### src/rtl/rtc_pkg.sv
package rtc_pkg;

   typedef enum logic [2:0] {
      RG_STAT1 = 3'd0,
      RG_STAT2 = 3'd1,
      RG_DTIME = 3'd2,
      RG_TIME  = 3'd3,
      RG_ALM1  = 3'd4,
      RG_ALM2  = 3'd5,
      RG_ADJ   = 3'd6,
      RG_FREE  = 3'd7
   } rtc_reg_e;

   typedef struct packed {
      logic     valid;
      logic     is_read;
      rtc_reg_e sel;
   } rtc_cmd_t;

   localparam logic [3:0] CMD_GROUP = 4'h6;
   // groups at or above this select read with an even code
   localparam logic [2:0] REVERSED_FROM = 3'd5;

   function automatic rtc_cmd_t rtc_decode(input logic [7:0] code);
      rtc_cmd_t d;
      d.valid   = (code[7:4] == CMD_GROUP);
      d.sel     = rtc_reg_e'(code[3:1]);
      d.is_read = (code[3:1] >= REVERSED_FROM) ? ~code[0] : code[0];
      return d;
   endfunction

   function automatic logic [7:0] dtime_default(input int idx);
      return (idx == 1 || idx == 2) ? 8'h01 : 8'h00;
   endfunction

endpackage

### src/rtl/rtc_serial_frame.sv
module rtc_serial_frame #(
   parameter int BIDX_W = 5
) (
   input  logic              clk,
   input  logic              rst_n,
   input  logic              cs,
   input  logic              bit_stb,
   input  logic              sdi,
   output logic              cs_fall,
   output logic              byte_done,
   output logic [7:0]        rx_byte,
   output logic [2:0]        bit_cnt,
   output logic [BIDX_W-1:0] byte_idx,
   output logic [7:0]        cmd_q
);
   localparam logic [BIDX_W-1:0] IDX_MAX = '1;

   logic       cs_q;
   logic [7:0] shreg;

   assign rx_byte   = {sdi, shreg[7:1]};
   assign byte_done = cs & bit_stb & (bit_cnt == 3'd7);
   assign cs_fall   = cs_q & ~cs;

   always_ff @(posedge clk or negedge rst_n) begin
      if (!rst_n) begin
         cs_q     <= 1'b0;
         shreg    <= '0;
         bit_cnt  <= '0;
         byte_idx <= '0;
         cmd_q    <= '0;
      end else begin
         cs_q <= cs;
         if (!cs) begin
            bit_cnt  <= '0;
            byte_idx <= '0;
         end else if (bit_stb) begin
            shreg   <= rx_byte;
            bit_cnt <= bit_cnt + 3'd1;
            if (bit_cnt == 3'd7) begin
               if (byte_idx == '0) cmd_q <= rx_byte;
               if (byte_idx != IDX_MAX) byte_idx <= byte_idx + 1'b1;
            end
         end
      end
   end
endmodule

### src/rtl/rtc_byte_bank.sv
module rtc_byte_bank #(
   parameter int                  NBYTES  = 1,
   parameter int                  IDX_W   = 5,
   parameter logic [NBYTES*8-1:0] DEFAULT = '0
) (
   input  logic             clk,
   input  logic             rst_n,
   input  logic             clr,
   input  logic             wr_en,
   input  logic [IDX_W-1:0] wr_idx,
   input  logic [7:0]       wr_data,
   input  logic [IDX_W-1:0] rd_idx,
   output logic [7:0]       rd_byte
);
   logic [7:0] mem [NBYTES];

   for (genvar g = 0; g < NBYTES; g++) begin : g_byte
      always_ff @(posedge clk or negedge rst_n) begin
         if (!rst_n)
            mem[g] <= DEFAULT[g*8 +: 8];
         else if (clr)
            mem[g] <= DEFAULT[g*8 +: 8];
         else if (wr_en && wr_idx == IDX_W'(g))
            mem[g] <= wr_data;
      end
   end

   always_comb begin
      rd_byte = '0;
      for (int i = 0; i < NBYTES; i++)
         if (rd_idx == IDX_W'(i)) rd_byte = mem[i];
   end
endmodule

### src/rtl/rtc_status_regs.sv
module rtc_status_regs (
   input  logic       clk,
   input  logic       rst_n,
   input  logic       por_pulse,
   input  logic       wr1_en,
   input  logic       wr2_en,
   input  logic [7:0] wr_data,
   input  logic       irq1_evt,
   input  logic       irq2_evt,
   input  logic       power_low,
   input  logic       rd1_active,
   input  logic       rd1_commit,
   output logic [7:0] stat1_rd,
   output logic [7:0] stat2_q,
   output logic       soft_rst
);
   // flags[3] power-off, [2] power-low, [1] irq2, [0] irq1
   logic [3:0] flags, late, evt;
   logic [2:0] ctl;          // status 1 bits 3..1

   assign evt      = {1'b0, power_low, irq2_evt, irq1_evt};
   assign soft_rst = wr1_en & wr_data[0];
   assign stat1_rd = {flags, ctl, 1'b0};

   always_ff @(posedge clk or negedge rst_n) begin
      if (!rst_n) begin
         flags   <= 4'b1000;
         late    <= '0;
         ctl     <= '0;
         stat2_q <= '0;
      end else begin
         late <= rd1_active ? (late | evt) : '0;
         if (por_pulse) begin
            flags   <= 4'b1000 | evt;
            ctl     <= '0;
            stat2_q <= '0;
         end else if (soft_rst) begin
            flags   <= evt;
            ctl     <= '0;
            stat2_q <= '0;
         end else begin
            if (rd1_commit) flags <= late | evt;
            else            flags <= flags | evt;
            if (wr1_en) ctl     <= wr_data[3:1];
            if (wr2_en) stat2_q <= wr_data;
         end
      end
   end
endmodule

### src/rtl/rtc_cmd_regs.sv
module rtc_cmd_regs #(
   parameter int DT_BYTES    = 7,
   parameter int TIME_BYTES  = 3,
   parameter int ALARM_BYTES = 3
) (
   input  logic       clk,
   input  logic       rst_n,
   input  logic       cs,
   input  logic       bit_stb,
   input  logic       sdi,
   output logic       sdo,
   input  logic       power_on_reset,
   input  logic       power_low,
   input  logic       irq1_evt,
   input  logic       irq2_evt,
   output logic       hour_24,
   output logic [3:0] int1_mode,
   output logic       int2_alarm_en,
   output logic       test_mode
);
   import rtc_pkg::*;

   localparam int BIDX_W    = $clog2(DT_BYTES + 2) + 1;
   localparam int TIME_BASE = DT_BYTES - TIME_BYTES;

   function automatic logic [DT_BYTES*8-1:0] dt_defaults();
      logic [DT_BYTES*8-1:0] v;
      for (int i = 0; i < DT_BYTES; i++) v[i*8 +: 8] = dtime_default(i);
      return v;
   endfunction

   if (TIME_BYTES > DT_BYTES) begin : g_bad_time
      $error("TIME_BYTES must not exceed DT_BYTES");
   end
   if (ALARM_BYTES < 1 || DT_BYTES < 1) begin : g_bad_len
      $error("register lengths must be at least one byte");
   end

   logic              cs_fall, byte_done;
   logic [7:0]        rx_byte, cmd_q;
   logic [2:0]        bit_cnt;
   logic [BIDX_W-1:0] byte_idx, didx;
   rtc_cmd_t          dec;

   rtc_serial_frame #(.BIDX_W(BIDX_W)) u_frame (
      .clk(clk), .rst_n(rst_n), .cs(cs), .bit_stb(bit_stb), .sdi(sdi),
      .cs_fall(cs_fall), .byte_done(byte_done), .rx_byte(rx_byte),
      .bit_cnt(bit_cnt), .byte_idx(byte_idx), .cmd_q(cmd_q)
   );

   assign dec  = rtc_decode(cmd_q);
   assign didx = byte_idx - 1'b1;

   logic in_data, wr_fire, rd_on;
   assign in_data = cs & (byte_idx != '0) & dec.valid;
   assign wr_fire = byte_done & in_data & ~dec.is_read;
   assign rd_on   = in_data & dec.is_read;

   logic rd1_active, rd1_commit, soft_rst;
   assign rd1_active = rd_on & (dec.sel == RG_STAT1);
   assign rd1_commit = cs_fall & dec.valid & dec.is_read &
                       (dec.sel == RG_STAT1) & (byte_idx >= BIDX_W'(2));

   logic [7:0] stat1_rd, stat2_q;
   logic       first_byte;
   assign first_byte = (didx == '0);

   rtc_status_regs u_status (
      .clk(clk), .rst_n(rst_n), .por_pulse(power_on_reset),
      .wr1_en(wr_fire & first_byte & (dec.sel == RG_STAT1)),
      .wr2_en(wr_fire & first_byte & (dec.sel == RG_STAT2)),
      .wr_data(rx_byte), .irq1_evt(irq1_evt), .irq2_evt(irq2_evt),
      .power_low(power_low), .rd1_active(rd1_active),
      .rd1_commit(rd1_commit), .stat1_rd(stat1_rd), .stat2_q(stat2_q),
      .soft_rst(soft_rst)
   );

   logic bank_clr;
   assign bank_clr = soft_rst | power_on_reset;

   // date/time array: full window or the trailing time window
   logic [BIDX_W-1:0] dt_idx;
   logic              dt_hit;
   logic [7:0]        dt_rd;
   always_comb begin
      dt_idx = didx;
      dt_hit = 1'b0;
      if (dec.sel == RG_DTIME) begin
         dt_hit = (didx < BIDX_W'(DT_BYTES));
      end else if (dec.sel == RG_TIME) begin
         dt_hit = (didx < BIDX_W'(TIME_BYTES));
         dt_idx = didx + BIDX_W'(TIME_BASE);
      end
   end

   rtc_byte_bank #(.NBYTES(DT_BYTES), .IDX_W(BIDX_W), .DEFAULT(dt_defaults())) u_dtime (
      .clk(clk), .rst_n(rst_n), .clr(bank_clr), .wr_en(wr_fire & dt_hit),
      .wr_idx(dt_idx), .wr_data(rx_byte), .rd_idx(dt_idx), .rd_byte(dt_rd)
   );

   // two interrupt-setting banks of identical shape
   logic [7:0] alm_rd [2];
   for (genvar a = 0; a < 2; a++) begin : g_alarm
      localparam rtc_reg_e SEL = (a == 0) ? RG_ALM1 : RG_ALM2;
      rtc_byte_bank #(.NBYTES(ALARM_BYTES), .IDX_W(BIDX_W)) u_alm (
         .clk(clk), .rst_n(rst_n), .clr(bank_clr),
         .wr_en(wr_fire & (dec.sel == SEL)), .wr_idx(didx),
         .wr_data(rx_byte), .rd_idx(didx), .rd_byte(alm_rd[a])
      );
   end

   logic [7:0] adj_rd, free_rd;
   rtc_byte_bank #(.NBYTES(1), .IDX_W(BIDX_W)) u_adj (
      .clk(clk), .rst_n(rst_n), .clr(bank_clr),
      .wr_en(wr_fire & (dec.sel == RG_ADJ)), .wr_idx(didx),
      .wr_data(rx_byte), .rd_idx(didx), .rd_byte(adj_rd)
   );
   rtc_byte_bank #(.NBYTES(1), .IDX_W(BIDX_W)) u_free (
      .clk(clk), .rst_n(rst_n), .clr(bank_clr),
      .wr_en(wr_fire & (dec.sel == RG_FREE)), .wr_idx(didx),
      .wr_data(rx_byte), .rd_idx(didx), .rd_byte(free_rd)
   );

   logic [7:0] rd_byte;
   always_comb begin
      rd_byte = '0;
      unique case (dec.sel)
         RG_STAT1: rd_byte = first_byte ? stat1_rd : 8'h00;
         RG_STAT2: rd_byte = first_byte ? stat2_q  : 8'h00;
         RG_DTIME,
         RG_TIME:  rd_byte = dt_hit ? dt_rd : 8'h00;
         RG_ALM1:  rd_byte = alm_rd[0];
         RG_ALM2:  rd_byte = alm_rd[1];
         RG_ADJ:   rd_byte = adj_rd;
         RG_FREE:  rd_byte = free_rd;
         default:  rd_byte = '0;
      endcase
   end

   assign sdo           = rd_on & rd_byte[bit_cnt];
   assign hour_24       = stat1_rd[1];
   assign int1_mode     = stat2_q[3:0];
   assign int2_alarm_en = stat2_q[6];
   assign test_mode     = stat2_q[7];
endmodule

### config.mk
export PLATFORM = sky130hd
export DESIGN_NAME = rtc_cmd_regs
export DESIGN_NICKNAME = d
export VERILOG_FILES = /design/src/rtl/rtc_pkg.sv /design/src/rtl/rtc_serial_frame.sv /design/src/rtl/rtc_byte_bank.sv /design/src/rtl/rtc_status_regs.sv /design/src/rtl/rtc_cmd_regs.sv
export SDC_FILE = /design/constraint.sdc
export NUM_CORES = 1
export LEC_CHECK = 0
export BUFFER_PORTS_ARGS = -buffer_cell sky130_fd_sc_hd__buf_2
export CAP_MARGIN = 20
export CORE_ASPECT_RATIO = 0.6
export CORE_MARGIN = 2
export CORE_UTILIZATION = 30
export CTS_CLUSTER_DIAMETER = 150
export DETAILED_ROUTE_END_ITERATION = 12
export SLEW_MARGIN = 30
export SYNTH_ARGS = -nofsm -noshare
export SYNTH_HDL_FRONTEND = slang
export SYNTH_SLANG_ARGS = --single-unit
### constraint.sdc
create_clock -name clk -period 5.1 [get_ports clk]
set_clock_uncertainty 0.1 [all_clocks]
set_input_delay 0.765 -clock clk [delete_from_list [all_inputs] [get_ports clk]]
set_output_delay 0.765 -clock clk [all_outputs]
set_load 0.01 [all_outputs]
==> results.tsv <==
stage	metric	value	unit
critical_path	critical path, cell by cell	inv_1 > ha_1 > o21ai_0 > o21ai_0 > o221ai_1 > a2111oi_2 > a211oi_2 > nor4_2 > a211oi_2 > buf_2	
sta	Final min period	4.92	ns
global_route	global-route wire length before repair	44.1	mm
global_route	vias in the first global route	7159	
yosys	Warnings, synthesis	0	
yosys	Post-synth EDFFs	0	
yosys	post-synthesis xor/xnor area fraction	0.0124	
sta	Max Slew Vio Count	0	
floorplan	Die Height	136	microns
pwr	P_int	0.00217	W
yosys	adder-cell share of the synthesized area	0.0159	
critical_path	CP max stage delay	0.81	ns
critical_path	RR Endpoint	u_status.flags[0]	
sta	Final Cycle Share	0.965	
yosys	compound-cell area share of the yosys netlist	0.180	
cts	CTS H-tree depth	4	
final_layout	Nets	994	
route	DR WL/cell	20.8	microns
route	initial DRC count	783	
yosys	sequential-to-total area share from yosys stat	0.467	
cts	TritonCTS clock tree	built	
final_layout	Filler Cell Count	2941	
route	drt pass-1 iters	5	
pwr	switch share	0.289	
critical_path	Largest delay share family, worst path	compound AO/OA/AOI/OAI gates	
pwr	PD cells	307	nW/um^2
critical_path	slowest CP cell	ha_1	
sta	worst setup margin	0.177	ns
critical_path	Worst Setup SP	u_frame.byte_idx[0]	
pwr	clock network fraction of total power	0.448	
cts	clock root cell	clkbuf_16	
global_route	antenna violations before repair	0	
yosys	Post-Syn Instances	984	
global_route	largest net degree at the start of global routing	86	
critical_path	CP bufs+invs	2	
sta	Fmax	0.203	GHz
yosys	Mean Syn Cell Area	8.82	sq um
placed_design	Placer Congestion	0.959	
status	status	finished clean	
floorplan	initial core utilization	0.304	
pwr	combinational fraction of design power	0.063	
pwr	Max IR drop VDD	0.233	mV
cts	Clock Sinks	162	
sta	setup tns final	0	ns
critical_path	Startpoint Class	register	
run	max_cap viols	0	
min_path	worst min path class	primary input to asynchronous set/reset pin	
sta	RSZ-0062 raised after global routing	false	
critical_path	WP data arrival	4.06	ns
global_route	final global-route overflow total	0	
sta	slew at the pin with the worst max-slew slack	0.996	ns
cts	Clock transition at path regs	0.07	ns
pwr	Flop pwr share	0.490	
yosys	Synth Register Bits	162	
cts	Clock Tree Buf Depth	2	
route	Final ANT Viol Nets	0	
yosys	Synth Flop Type	dfrtp_1	
route	routed vias/inst	5.50	
yosys	mux cell area share after synthesis	0.0763	
floorplan	IO Count	17	
sta	Slew HR	0.336	
critical_path	CP Data Required Time	4.24	ns
final_layout	n_diodes	0	
pwr	Static Leak	4.38	nW
route	DRC errors left	0	
yosys	asr flop ratio synth	1.00	
floorplan	chip width	224	microns
sta	final hold viol count	0	
critical_path	worst r2r src	u_frame.byte_idx[0]	
placed_design	pre-CTS setup slack	0.125	ns
global_route	GRT Util Overall	0.193	
sta	final setup fails	0	
yosys	Synth Area in Simple Gates	0.206	
floorplan	Core Area	28600	sq um
pwr	P_sw	0.000880	W
placed_design	Post-DP HPWL	19.9	mm
cts	Skew-Pair Late Insertion Delay	0.45	ns
floorplan	row cnt	48	
cts	# hold bufs at CTS	0	
placed_design	number of port buffers	16	
yosys	largest family of logic cells by synthesized area	simple AND/OR/NAND/NOR gates	
critical_path	Reg2Reg Depth	13	
route	total wire length	28.4	mm
final_layout	Layout area overhead	14.3	%
critical_path	critical-path maximum fanout	20	
final_layout	share of cells above drive strength 1	0.133	
yosys	synthesized area	8680	sq um
critical_path	Setup Crit Path Kind	register to output pin	
yosys	Synthesized Nets	1004	
cts	Num CTS Buffers	17	
critical_path	worst reg-to-reg setup slack	1.13	ns
floorplan	die area	30400	sq um
critical_path	critical path capture point type	output pin	
route	Vias	7487	
yosys	Yosys cell types	76	
-- synth_stat cells (7+ instances only) --
master | n | share of area
a221oi_1 | 9 | 0.0091
and2_1 | 8 | 0.0058
dfrtp_1 | 159 | 0.46
nor2_1 | 73 | 0.032
nand3_1 | 27 | 0.016
inv_1 | 11 | 0.0048
mux2i_1 | 47 | 0.054
o21ai_0 | 45 | 0.026
mux2_2 | 15 | 0.019
nor4_1 | 7 | 0.0050
o211ai_1 | 10 | 0.0086
nand2_1 | 239 | 0.10
or3_1 | 7 | 0.0050
ha_1 | 11 | 0.016
o22ai_1 | 8 | 0.0058
a21oi_1 | 108 | 0.062
clkbuf_1 | 51 | 0.022
nor3_1 | 12 | 0.0069
buf_2 | 13 | 0.0075
-- timing repair --
action                                  CTS  global route
setup buffers                             0             5
endpoints found under the setup margin    1             1
resized for setup                         8            21
pin swaps                                 1             7
-- power groups by stage --
| stage | registers, W | clock network (W) | logic, W |
|---|---|---|---|
| floorplan | 0.00136 | 0 | 0.000186 |
| global placement | 0.00152 | 0 | 0.000189 |
| detailed placement | 0.00151 | 0 | 0.000191 |
| CTS | 0.00149 | 0.00139 | 0.000191 |
| global route | 0.00150 | 0.00144 | 0.000208 |
| finish | 0.00149 | 0.00136 | 0.000191 |
-- through the flow --
| stage | std cells | area, sq um | total power (W) | util | hold WS (ns) |
|---|---|---|---|---|---|
| 2_1_floorplan | 984 | 8680 | 0.00154 | - | 0.350 |
| 3_3_place_gp | 1325 | 9110 | 0.00170 | 0.319 | 0.373 |
| 3_5_place_dp | 1325 | 9120 | 0.00171 | 0.319 | 0.384 |
| 4_1_cts | 1356 | 9760 | 0.00307 | 0.341 | 0.307 |
| 5_1_grt | 1361 | 9920 | 0.00316 | 0.347 | 0.347 |
| 6_report | 1361 | 9920 | 0.00305 | 0.347 | 0.283 |
-- routing by layer --
metal	vias up	part of all wire	GRT usage
li1	3411	-	-
met3	35	0.086	0.0516
met2	266	0.38	0.251
met4	0	0.013	0.0522
met5	-	0	0
met1	3775	0.52	0.306
-- final cells by class --
cell class | instances | area [sq um] | area share
Timing Repair Buffer | 43 | 330 | 0.0333
Inverter | 11 | 41.3 | 0.00416
Sequential cell | 162 | 4060 | 0.410
Clock inverter | 12 | 169 | 0.0170
Multi-Input combinational cell | 739 | 4410 | 0.444
Tap cell | 375 | 469 | 0.0473
Clock buffer | 19 | 443 | 0.0446
-- worst max path at each step --
stage,end,cells past startpoint
2_1_floorplan,sdo,16
3_3_place_gp,sdo,15
3_5_place_dp,sdo,15
4_1_cts,sdo,15
5_1_grt,sdo,10
6_report,sdo,10
-- cell usage in the layout (no fill, tap or decap), drive strengths merged, types with 4 or more instances in the layout --
| master | instances |
|---|---|
| a21boi | 4 |
| a21o | 4 |
| a21oi | 108 |
| a221oi | 9 |
| a22o | 4 |
| and2 | 8 |
| and3 | 6 |
| buf | 43 |
| clkbuf | 19 |
| dfrtp | 159 |
| ha | 11 |
| inv | 18 |
| mux2 | 15 |
| mux2i | 47 |
| nand2 | 239 |
| nand3 | 27 |
| nor2 | 74 |
| nor2b | 6 |
| nor3 | 12 |
| nor3b | 4 |
| nor4 | 7 |
| o211ai | 11 |
| o21a | 6 |
| o21ai | 46 |
| o22ai | 8 |
| or2 | 6 |
| or3 | 7 |
| xnor2 | 5 |
-- state kept, by name (all words and copies together), names as in the netlist, 4 cells and up --
register	flops
u_frame.shreg	7
u_status.flags	4
u_dtime.mem	56
u_status.stat2_q	8
u_frame.byte_idx	5
g_alarm.u_alm.mem	48
u_frame.cmd_q	8
u_free.mem	8
u_adj.mem	8
-- worst register-to-register path, cell delays in order (launching register included) --
cell,delay (ns)
dfrtp_1,0.39
inv_1,0.22
ha_4,0.24
nor2b_1,0.27
a32oi_4,0.10
buf_4,0.21
nor3b_2,0.35
buf_4,0.28
buf_4,0.20
and2_1,0.18
a21oi_1,0.16
nor2_4,0.63
buf_4,0.39
o21bai_1,0.12
-- kinds of logic (layout without fill, tap and decap cells) --
family | count (synthesis) | count (layout)
multiplexers | 63 | 63
XOR/XNOR | 9 | 9
adder cells (fa/ha/maj) | 11 | 11
AO/OA/AOI/OAI | 244 | 244
buffers and inverters | 83 | 85
AND/OR/NAND/NOR | 412 | 412
flip-flops | 162 | 162
Note: power is estimated with default switching activity, not from simulation.
